## src/rtl/wdt_pkg.sv

```systemverilog
package wdt_pkg;
  typedef enum logic [1:0] {
    PWR_RUN   = 2'b00,
    PWR_IDLE  = 2'b01,
    PWR_SLEEP = 2'b10,
    PWR_HALT  = 2'b11
  } pwr_state_e;

  function automatic logic is_executing(input logic [1:0] st);
    return pwr_state_e'(st) == PWR_RUN;
  endfunction
endpackage

```

## src/rtl/wdt_clear_ctl.sv

```systemverilog
module wdt_clear_ctl (
  input  logic clr_wdt_i,
  input  logic sleep_exec_i,
  input  logic clk_lost_i,
  input  logic fscm_en_i,
  input  logic osc_sel_wr_i,
  input  logic intosc_sys_i,
  output logic clr_o
);
  logic [3:0] src;

  always_comb begin
    src[0] = clr_wdt_i;
    src[1] = sleep_exec_i;
    src[2] = clk_lost_i & fscm_en_i;
    src[3] = osc_sel_wr_i & intosc_sys_i;
    clr_o  = |src;
  end
endmodule

```

## src/rtl/wdt_base_ctr.sv

```systemverilog
module wdt_base_ctr #(
  parameter int BASE_W = 8
) (
  input  logic clk_i,
  input  logic rst_ni,
  input  logic tick_i,
  input  logic clr_i,
  output logic carry_o
);
  localparam logic [BASE_W-1:0] CNT_MAX = {BASE_W{1'b1}};

  logic [BASE_W-1:0] cnt_q;

  // wraps to zero naturally at CNT_MAX
  always_ff @(posedge clk_i or negedge rst_ni) begin
    if (!rst_ni)     cnt_q <= '0;
    else if (clr_i)  cnt_q <= '0;
    else if (tick_i) cnt_q <= cnt_q + 1'b1;
  end

  assign carry_o = tick_i && (cnt_q == CNT_MAX);
endmodule

```

## src/rtl/wdt_postscaler.sv

```systemverilog
module wdt_postscaler #(
  parameter int SEL_W = 4
) (
  input  logic             clk_i,
  input  logic             rst_ni,
  input  logic             step_i,
  input  logic             clr_i,
  input  logic [SEL_W-1:0] sel_i,
  output logic             tmo_o
);
  localparam int CNT_W = (1 << SEL_W) - 1;

  logic [CNT_W-1:0] cnt_q;
  logic [CNT_W-1:0] limit;

  // limit = 2^sel - 1
  always_comb begin
    limit = '0;
    for (int i = 0; i < CNT_W; i++) begin
      if (i < int'(sel_i)) limit[i] = 1'b1;
    end
  end

  // >= keeps a lowered ratio from running past its limit
  assign tmo_o = step_i && (cnt_q >= limit);

  always_ff @(posedge clk_i or negedge rst_ni) begin
    if (!rst_ni)              cnt_q <= '0;
    else if (clr_i || tmo_o)  cnt_q <= '0;
    else if (step_i)          cnt_q <= cnt_q + 1'b1;
  end
endmodule

```

## src/rtl/wdt_action.sv

```systemverilog
module wdt_action
  import wdt_pkg::*;
(
  input  logic       clk_i,
  input  logic       rst_ni,
  input  logic       tmo_i,
  input  logic       clr_i,
  input  logic [1:0] pwr_state_i,
  output logic       wdt_rst_o,
  output logic       wake_o
);
  logic fire;
  logic exec;

  assign fire = tmo_i & ~clr_i;
  assign exec = is_executing(pwr_state_i);

  always_ff @(posedge clk_i or negedge rst_ni) begin
    if (!rst_ni) begin
      wdt_rst_o <= 1'b0;
      wake_o    <= 1'b0;
    end else begin
      wdt_rst_o <= fire & exec;
      wake_o    <= fire & ~exec;
    end
  end
endmodule

```

## src/rtl/wdt_mode_guard.sv

```systemverilog
module wdt_mode_guard #(
  parameter int BASE_W   = 8,
  parameter int PS_SEL_W = 4
) (
  input  logic                clk_i,
  input  logic                rst_ni,
  input  logic                tick_i,
  input  logic [PS_SEL_W-1:0] ps_sel_i,
  input  logic [1:0]          pwr_state_i,
  input  logic                clr_wdt_i,
  input  logic                sleep_exec_i,
  input  logic                clk_lost_i,
  input  logic                fscm_en_i,
  input  logic                osc_sel_wr_i,
  input  logic                intosc_sys_i,
  output logic                wdt_rst_o,
  output logic                wake_o
);
  logic clr;
  logic carry;
  logic tmo;

  wdt_clear_ctl u_clr (
    .clr_wdt_i    (clr_wdt_i),
    .sleep_exec_i (sleep_exec_i),
    .clk_lost_i   (clk_lost_i),
    .fscm_en_i    (fscm_en_i),
    .osc_sel_wr_i (osc_sel_wr_i),
    .intosc_sys_i (intosc_sys_i),
    .clr_o        (clr)
  );

  wdt_base_ctr #(.BASE_W(BASE_W)) u_base (
    .clk_i   (clk_i),
    .rst_ni  (rst_ni),
    .tick_i  (tick_i),
    .clr_i   (clr),
    .carry_o (carry)
  );

  wdt_postscaler #(.SEL_W(PS_SEL_W)) u_ps (
    .clk_i  (clk_i),
    .rst_ni (rst_ni),
    .step_i (carry),
    .clr_i  (clr),
    .sel_i  (ps_sel_i),
    .tmo_o  (tmo)
  );

  wdt_action u_act (
    .clk_i       (clk_i),
    .rst_ni      (rst_ni),
    .tmo_i       (tmo),
    .clr_i       (clr),
    .pwr_state_i (pwr_state_i),
    .wdt_rst_o   (wdt_rst_o),
    .wake_o      (wake_o)
  );
endmodule

```

## config.mk

```make
export PLATFORM = sky130hd
export DESIGN_NAME = wdt_mode_guard
export DESIGN_NICKNAME = d
export VERILOG_FILES = /design/src/rtl/wdt_pkg.sv /design/src/rtl/wdt_clear_ctl.sv /design/src/rtl/wdt_base_ctr.sv /design/src/rtl/wdt_postscaler.sv /design/src/rtl/wdt_action.sv /design/src/rtl/wdt_mode_guard.sv
export SDC_FILE = /design/constraint.sdc
export NUM_CORES = 1
export LEC_CHECK = 0
export BUFFER_PORTS_ARGS = -buffer_cell sky130_fd_sc_hd__buf_4
export CAP_MARGIN = 20
export CORE_AREA = 2 2 84 46
export CTS_BUF_LIST = sky130_fd_sc_hd__clkbuf_8 sky130_fd_sc_hd__clkbuf_16
export DETAILED_ROUTE_END_ITERATION = 10
export DIE_AREA = 0 0 86 48
export PLACE_DENSITY = 0.75
export SETUP_SLACK_MARGIN = 0.5
export SYNTH_ARGS = -nofsm -noshare
export SYNTH_HDL_FRONTEND = slang
export SYNTH_HIERARCHICAL = 1
export SYNTH_SLANG_ARGS = --single-unit
```

## constraint.sdc

```tcl
create_clock -name clk_i -period 3.9 [get_ports clk_i]
set_input_delay 1.17 -clock clk_i [delete_from_list [all_inputs] [get_ports clk_i]]
set_output_delay 1.17 -clock clk_i [all_outputs]
set_load 0.01 [all_outputs]
```

==> metrics.txt <==
WL per Instance 14.7 um; Yosys top cell area share 0.371; 1st-pass router iterations 4; CP arrival 3.24 ns; ANT cells 0; worst reg2reg startpoint u_base/cnt_q[0]; gpl congestion between 0.7 and 0.8; number of global-route vias before repair 1331; Initial Util 0.508; die area 0.00413 mm^2; most common cell in the synthesized netlist dfrtp_1; Yosys cell types 37; cell count after synthesis 186; max_cap viols 0; Finished Layout Cells 243; Setup TNS 0 ns; crit end category register; register bit total from synthesis 25; Worst VDD drop ~200 uV; post-synth top area cell dfrtp_1; Hold Buf Count CTS 0; syn_nets roughly 220; die width about 86 um; RR Endpoint u_ps/cnt_q[13]; Die Y 48 um; Synth Flop Type dfrtp_1; outcome completed; Clock transition at path regs around 0.090 ns; Syn-to-layout area delta 11.8%; Ys Warns 6; Mapped Avg Cell Area 9.07 um^2; worst min-delay path category register to register; Seq/Total Area, Yosys 0.371; final hold vios 0; CTS root buf clkbuf_8; drt total wl 3570 um; Final Cycle Share 0.792; H-tree depth 1; fin util 0.568; Setup CP Type primary input to register; PwrDens between 200 and 250 mW/mm^2; Slew @ Worst Pin 0.355 ns; Routed Antenna Nets 0; Slew headroom 0.762; Post-synth top cells dfrtp_1 (25), nor3_1 (20), nand2_1 (17), ha_1 (16), a21oi_1 (14); largest net degree at the start of global routing 30; initial antenna violation count 0; CTS max path bufs 2; first-pass GRT wire length 6080 um; core area ~0.0033 mm^2; Pleak 0.820 nW; layout cells sized above 1 0.154; post-route minimum period roughly 3.1 ns; postcts setup bufs 0; Area contributors post-synth dfrtp_1 (37%), ha_1 (12%), nor3_1 (5.9%), xor2_1 (5.2%), a21oi_1 (4.2%); DPL Wire Length 2770 um; Clock Skews 0.00802 ns; Post-synth EDFFs 0; Worst Hold End u_base/cnt_q[7]; Register-to-Register Path Depth 9; RSZ-0062 raised after global routing no; post-cts resize count 0; CTS sink cnt 25; via/cell ratio 5.69; CTS tree done; FP Rows 15; Initial DRC Count 122; FMAX approximately 320 MHz; worst-path maximum fanout 10; CTS Buf Count 3; hold path depth 2; IO Port Bufs 16; final setup fails 0; Via Count 1383; Inst Count DP 239; fin nets 233; residual DRC count 0; hold path start u_base/cnt_q[7]; r2r setup slk 1.59 ns; grt total ovfl 0; Synth Cell Area 0.00169 mm^2; clk_lat worst skew 0.27 ns; # IOs 17; Slew Limit Fails 0; Startpoint Class primary input; Crit path required time 4.05 ns; Total Routing Usage GR 0.193; async set-or-reset flop fraction in the synthesized netlist 1.00
## logic make-up after synthesis
group,count (synthesis),synth area share
DFF,25,0.371
AOI/OAI and AO/OA,34,0.127
adders and majority gates,16,0.119
muxes,1,0.00593
buffers and inverters,15,0.0408
and+or+nand+nor,78,0.249
xor gates and xnor gates,17,0.0883
## area by class of cell
class,instances,area [um^2]
sequential,25,626
multi-input combinational,146,992
clock buffer,3,41.3
fill,294,1440
clock inverter,1,5.00
tap,42,52.6
inverter,7,26.3
timing repair buffer,19,143
## sequential cells by signal, indices dropped and copies added (netlist names)
name	cells
u_base/cnt_q	8
u_act/wdt_rst_o	1
u_ps/cnt_q	15
u_act/wake_o	1
## where the power goes
part           switching, W  internal (W)  leakage (nW)
sequential      0.000000619      0.000259         0.349
clock             0.0000825     0.0000715        0.0255
combinational     0.0000277     0.0000189         0.446
total              0.000111      0.000350         0.820
## worst max-delay path: stages
cell,delay (ns)
buf_4,0.10
and2_1,0.21
nand3_1,0.11
ha_1,0.33
nand4_1,0.15
nor3_1,0.32
a31oi_1,0.21
a21boi_2,0.33
buf_4,0.24
nor3_1,0.07
## stage by stage
stage	cell area (um^2)	power [W]	setup WS, ns	hold WS, ns
finish	1890	0.000461	0.810	0.588
global route	1890	0.000480	0.556	0.619
CTS	1890	0.000464	0.849	0.588
detailed placement	1840	0.000312	0.558	0.576
global placement	1840	0.000310	0.634	0.539
floorplan	1690	0.000289	0.930	0.517
## layer usage
layer  vias up  track usage  part of all wire
li1        700            -                 -
met1       659        0.259              0.50
met2        24        0.332              0.45
met3         0       0.0552             0.045
met4         0       0.0222                 0
met5         -            0                 0
## worst max path at each step
stage | from | depth (start not counted) | to | slack [ns]
floorplan | ps_sel_i[1] | 10 | u_act/wdt_rst_o | 0.93
global placement | ps_sel_i[1] | 10 | u_ps/cnt_q[13] | 0.63
detailed placement | ps_sel_i[1] | 10 | u_ps/cnt_q[13] | 0.56
CTS | ps_sel_i[1] | 10 | u_ps/cnt_q[13] | 0.85
global route | ps_sel_i[1] | 10 | u_ps/cnt_q[14] | 0.56
finish | ps_sel_i[1] | 10 | u_ps/cnt_q[8] | 0.81
## cells in the final DEF, fill, tap and decap left out
cell,instances
inv_1,7
nand3_1,9
and4_1,1
nand4_1,5
nor3_2,1
xor2_1,10
or3b_1,1
or2_2,1
xnor2_1,7
o2111a_1,1
clkbuf_8,3
and2_1,2
buf_4,19
a211oi_1,1
ha_1,16
o2111ai_1,2
nor3_1,20
a21boi_2,1
nand4_2,1
clkinv_2,1
mux2i_1,1
dfrtp_1,25
nor2b_1,1
o31ai_1,1
nand4_4,1
o221ai_2,1
or3_1,5
nand2_1,17
a21oi_1,14
a22oi_2,1
o21ai_0,11
a31oi_1,1
nor2_1,11
nand2b_1,1
nand2b_4,1
Power figures use the tool's default switching activity.
